**src/rtl/thermal_gov_pkg.sv**
```systemverilog
package thermal_gov_pkg;
  typedef enum logic [1:0] {
    ZONE_NONE = 2'd0,
    ZONE_HOT  = 2'd1,
    ZONE_COOL = 2'd2,
    ZONE_WARM = 2'd3
  } zone_e;
endpackage

```
**src/rtl/thermal_gov_cls.sv**
```systemverilog
module thermal_gov_cls
  import thermal_gov_pkg::*;
#(
  parameter int TW = 8
) (
  input  logic          take,
  input  logic [TW-1:0] t_data,
  input  logic [TW-1:0] target,
  input  logic [TW-1:0] hyst,
  output zone_e         zone
);
  localparam int XW = TW + 2;

  logic signed [XW-1:0] tx, tg, hy, hi, lo;
  logic usable;

  always_comb begin
    tx = $signed({{2{t_data[TW-1]}}, t_data});
    tg = $signed({{2{target[TW-1]}}, target});
    hy = $signed({2'b00, hyst});
    hi = tg + hy;
    lo = tg - hy;
    usable = take && (t_data != '0);
    zone = ZONE_NONE;
    if (usable) begin
      if (tx > hi)      zone = ZONE_HOT;
      else if (tx < lo) zone = ZONE_COOL;
      else if (tx < tg) zone = ZONE_WARM;
    end
  end
endmodule

```
**src/rtl/thermal_gov_rate.sv**
```systemverilog
module thermal_gov_rate (
  input  logic clk,
  input  logic rst_n,
  input  logic sec_tick,
  input  logic cut,
  output logic allowed
);
  logic used;

  assign allowed = !used || sec_tick;

  always_ff @(posedge clk) begin
    if (!rst_n)        used <= 1'b0;
    else if (cut)      used <= 1'b1;
    else if (sec_tick) used <= 1'b0;
  end
endmodule

```
**src/rtl/thermal_gov_core.sv**
```systemverilog
module thermal_gov_core
  import thermal_gov_pkg::*;
#(
  parameter int MW       = 8,
  parameter int MIN_MULT = 1,
  parameter int DEF_MULT = 100,
  parameter int RST_CEIL = 125
) (
  input  logic          clk,
  input  logic          rst_n,
  input  zone_e         zone,
  input  logic          allowed,
  input  logic [MW-1:0] abs_max,
  input  logic          req_valid,
  input  logic [MW-1:0] req_mult,
  output logic          cut,
  output logic [MW-1:0] mult,
  output logic [MW-1:0] ceil_m,
  output logic          mult_chg
);
  localparam logic [MW-1:0] MINV = MW'(MIN_MULT);
  localparam logic [MW-1:0] DEFV = MW'(DEF_MULT);
  localparam logic [MW-1:0] CLV  = MW'(RST_CEIL);

  logic [MW-1:0] m_n, c_n, clamped;

  always_comb begin
    if (req_mult < MINV)        clamped = MINV;
    else if (req_mult > ceil_m) clamped = ceil_m;
    else                        clamped = req_mult;
  end

  always_comb begin
    m_n = mult;
    c_n = ceil_m;
    cut = 1'b0;
    if (zone == ZONE_HOT && allowed) begin
      cut = 1'b1;
      if (mult > MINV) m_n = mult - 1'b1;
      c_n = m_n;
    end else begin
      if (ceil_m < abs_max) begin
        if (zone == ZONE_COOL)
          c_n = abs_max;
        else if (zone == ZONE_WARM && mult == ceil_m)
          c_n = ceil_m + 1'b1;
      end
      if (req_valid) m_n = clamped;
    end
  end

  always_ff @(posedge clk) begin
    if (!rst_n) begin
      mult     <= DEFV;
      ceil_m   <= CLV;
      mult_chg <= 1'b0;
    end else begin
      mult     <= m_n;
      ceil_m   <= c_n;
      mult_chg <= (m_n != mult);
    end
  end
endmodule

```
**src/rtl/thermal_gov.sv**
```systemverilog
module thermal_gov
  import thermal_gov_pkg::*;
#(
  parameter int TW       = 8,
  parameter int MW       = 8,
  parameter int MIN_MULT = 1,
  parameter int DEF_MULT = 100,
  parameter int RST_CEIL = 125
) (
  input  logic          clk,
  input  logic          rst_n,
  input  logic          t_valid,
  output logic          t_ready,
  input  logic [TW-1:0] t_data,
  input  logic [TW-1:0] target,
  input  logic [TW-1:0] hyst,
  input  logic [MW-1:0] abs_max,
  input  logic          sec_tick,
  input  logic          req_valid,
  input  logic [MW-1:0] req_mult,
  output logic [MW-1:0] mult,
  output logic [MW-1:0] ceil_m,
  output logic          mult_chg
);
  zone_e zone;
  logic  allowed, cut;

  assign t_ready = rst_n;

  thermal_gov_cls #(.TW(TW)) u_cls (
    .take   (t_valid && t_ready),
    .t_data (t_data),
    .target (target),
    .hyst   (hyst),
    .zone   (zone)
  );

  thermal_gov_rate u_rate (
    .clk      (clk),
    .rst_n    (rst_n),
    .sec_tick (sec_tick),
    .cut      (cut),
    .allowed  (allowed)
  );

  thermal_gov_core #(
    .MW(MW), .MIN_MULT(MIN_MULT), .DEF_MULT(DEF_MULT), .RST_CEIL(RST_CEIL)
  ) u_core (
    .clk       (clk),
    .rst_n     (rst_n),
    .zone      (zone),
    .allowed   (allowed),
    .abs_max   (abs_max),
    .req_valid (req_valid),
    .req_mult  (req_mult),
    .cut       (cut),
    .mult      (mult),
    .ceil_m    (ceil_m),
    .mult_chg  (mult_chg)
  );
endmodule

```
**config.mk**
```make
export PLATFORM = sky130hd
export DESIGN_NAME = thermal_gov
export DESIGN_NICKNAME = d
export VERILOG_FILES = /design/src/rtl/thermal_gov_pkg.sv /design/src/rtl/thermal_gov_cls.sv /design/src/rtl/thermal_gov_rate.sv /design/src/rtl/thermal_gov_core.sv /design/src/rtl/thermal_gov.sv
export SDC_FILE = /design/constraint.sdc
export NUM_CORES = 1
export LEC_CHECK = 0
export ABC_AREA = 1
export BUFFER_PORTS_ARGS = -buffer_cell sky130_fd_sc_hd__buf_2
export CELL_PAD_IN_SITES_DETAIL_PLACEMENT = 0
export CELL_PAD_IN_SITES_GLOBAL_PLACEMENT = 1
export CORE_AREA = 2 2 102 104
export CTS_CLUSTER_SIZE = 28
export DETAILED_ROUTE_END_ITERATION = 8
export DIE_AREA = 0 0 104 106
export PLACE_DENSITY = 0.75
export SYNTH_ARGS = -nofsm -noshare
export SYNTH_HDL_FRONTEND = slang
export SYNTH_SLANG_ARGS = --single-unit
```
**constraint.sdc**
```tcl
create_clock -name clk -period 3.6 [get_ports clk]
set_input_delay 0.36 -clock clk [delete_from_list [all_inputs] [get_ports clk]]
set_output_delay 0.36 -clock clk [all_outputs]
set_load 0.02 [all_outputs]
```
==> flow_metrics.env <==
export IMPL_cp_arrival_ns=3.79
export IMPL_start_util=0.346
export IMPL_slew_headroom=0.469
export IMPL_dr_first_iter_drc_count=127
export IMPL_ant_nets=0
export IMPL_routedWlPerCell_um=12.7
export IMPL_critPathKind="in2reg"
export IMPL_seq_area_frac_synth=0.104
export IMPL_dp_cells=783
export IMPL_drv_slew=0
export IMPL_layout_commonest_cell="nand2_1"
export IMPL_yosysWarnings=0
export IMPL_stdcell_count=802
export IMPL_cts_tree="built"
export IMPL_cp_slowest_cell="fa_2"
export IMPL_layout_common_cells="nand2_1, inv_1, buf_2, ha_1, buf_4"
export IMPL_grt_pass1_vias=3605
export IMPL_cts_clk_slew_worst_paths_ns=0.07
export IMPL_holdPathStages=2
export IMPL_vias=3814
export IMPL_irDropWorstVdd_mv=0.129
export IMPL_ios=63
export IMPL_max_stage_delay_ns=0.36
export IMPL_remaining_drc_errors=0
export IMPL_whs_endpoint="u_core.ceil_m[2]"
export IMPL_cts_htree_levels=1
export IMPL_cp_top_family="simple AND/OR/NAND/NOR gates"
export IMPL_hpwlAfterDp_mm=7.99
export IMPL_worstPathRequired_ns=3.80
export IMPL_fp_dieH_um=106
export IMPL_cts_sinks=18
export IMPL_crit_path_start_kind="input pin"
export IMPL_max_slew_worst_pin_slew_ns=0.794
export IMPL_rows=37
export IMPL_finalWorstSetupSlack_ns=0.0109
export IMPL_finish_instance_area_mm2=0.00475
export IMPL_r2r_start="u_core.ceil_m[6]"
export IMPL_rsz0062_at_grt="true"
export IMPL_synthesis_nets=663
export IMPL_worst_path_stages=28
export IMPL_synth_seq_cells=18
export IMPL_n_fill_cell=1054
export IMPL_drtPass1Iterations=4
export IMPL_postSynthCellCount=554
export IMPL_setup_viol=0
export IMPL_dp_slack_ns=-0.440
export IMPL_viasPerCell=4.76
export IMPL_min_path_type="in2reg"
export IMPL_grt_pass1_wl_mm=16.2
export IMPL_placed_cell_area_mm2=0.00418
export IMPL_clock_latency_ns=0.27
export IMPL_synth_edf_count=0
export IMPL_period_share=0.997
export IMPL_cts_buffer_depth=2
export IMPL_maxCapViolations=0
export IMPL_min_from="rst_n"
export IMPL_chipWidth_um=104
export IMPL_syn_area_mm2=0.00346
export IMPL_rrSetupSlack_ns=0.71
export IMPL_avgSynthCellArea_um2=6.25
export IMPL_p_per_area_mw_per_mm2=295
export IMPL_coreArea_mm2=0.0100
export IMPL_reg2reg_depth=17
export IMPL_yosysUniqueCellTypes=35
export IMPL_dieArea_mm2=0.0110
export IMPL_status="complete, no violations"
export IMPL_fmax_ghz=0.279
export IMPL_async_flop_share=0
export IMPL_cts_buffers=3
export IMPL_worstSetupStartpoint="hyst[0]"
export IMPL_track_usage=0.176
export IMPL_reg2reg_to="u_core.mult_chg"
export IMPL_synth_ff_type="dfxtp_1"
export IMPL_drive_gt1_frac=0.315
export IMPL_drt_wl_total_mm=10.2
export IMPL_critical_path_buf_inv_count=5
export IMPL_cp_max_fo=5
export IMPL_nets=776
export IMPL_p_leak_uw=0.00263
export IMPL_final_hold_viol_count=0
export IMPL_skew_ns=0.00635
export IMPL_syn_to_final_growth_pct=37.2
export IMPL_grt_max_degree=15
export IMPL_grt_ovfl_total=0
export IMPL_end_kind="flop"
export IMPL_place_congestion=0.842
export IMPL_whs_ns=0.445
export IMPL_clockRootBuffer="clkbuf_8"
export IMPL_num_antenna_cells=0
export IMPL_antenna_found_initial=0
export IMPL_period_minus_slack_ns=3.59
export IMPL_ctsHoldBuffers=0
export IMPL_portBuffers=62
metal layers:
metal,track usage,part of all wire
met1,0.211,0.44
met4,0.0444,0.020
met3,0.0141,0.026
met5,0,0
met2,0.336,0.51
layout make-up:
type,instances,area (um^2),area share
multi-input combinational,436,3020,0.636
timing repair buffer,114,776,0.163
inverter,94,365,0.0769
sequential,18,360,0.0759
tap,136,170,0.0358
clock buffer,4,55.1,0.0116
worst max path at each step:
stage / slack [ns] / to
2_1_floorplan: 0.09 / u_core.mult_chg
3_3_place_gp: -0.32 / u_core.ceil_m[0]
3_5_place_dp: -0.44 / u_core.ceil_m[5]
4_1_cts: 0.003 / u_core.mult_chg
5_1_grt: -0.28 / u_core.ceil_m[1]
6_report: 0.01 / u_core.ceil_m[1]
cells in the mapped netlist, types with 5 or more instances:
library cell,number,area [um^2]
nand2_1,162,608
a21oi_1,38,190
nor2_1,27,101
xor2_1,23,201
dfxtp_1,18,360
o21bai_1,5,37.5
ha_1,62,776
inv_2,5,18.8
nor3_1,5,25.0
o21ai_0,15,75.1
nand3_2,9,90.1
nand2_2,5,31.3
nand4_1,8,50.1
xnor2_1,6,52.6
nand3_1,43,215
inv_1,89,334
where the power goes:
part | internal [uW] | switching [uW] | total, uW
registers | 225 | 53.7 | 279
clock network | 97.6 | 80.7 | 178
logic | 400 | 542 | 942
total | 723 | 676 | 1400
worst register-to-register path, delay by kind of cell, from the launching register on:
family                   cells  cell delay, ns
AO/OA/AOI/OAI                1            0.06
adder cells (fa/ha/maj)      1            0.29
buffers and inverters        2            0.17
flip-flops                   1            0.53
AND/OR/NAND/NOR             13            1.74
per-stage QoR:
| step | total power (uW) | util | TNS (ns) |
|---|---|---|---|
| global route | 1540 | 0.475 | -2.06 |
| finish | 1400 | 0.475 | 0 |
| CTS | 1300 | 0.436 | 0 |
| detailed placement | 1080 | 0.418 | -5.15 |
| floorplan | 827 | - | 0 |
| global placement | 1070 | 0.418 | -3.43 |
kinds of logic after synthesis:
group,share of synthesized area
AOI/OAI and AO/OA,0.118
buffers and inverters,0.115
DFF,0.104
and+or+nand+nor,0.354
adders and majority gates,0.236
xor gates and xnor gates,0.0734
registers in the layout, indices dropped and copies added, names as in the netlist:
name / flops
u_core.mult: 8
u_rate.used: 1
u_core.mult_chg: 1
u_core.ceil_m: 8
what timing repair did:
| item | 4_1_cts | 5_1_grt |
|---|---|---|
| pin swaps | 17 | 55 |
| setup endpoints to repair | 9 | 18 |
| gates resized for setup | 20 | 86 |
| cloned | 1 | 1 |
| setup buffers | 4 | 9 |
No activity file was read; power rests on OpenSTA's default activity.
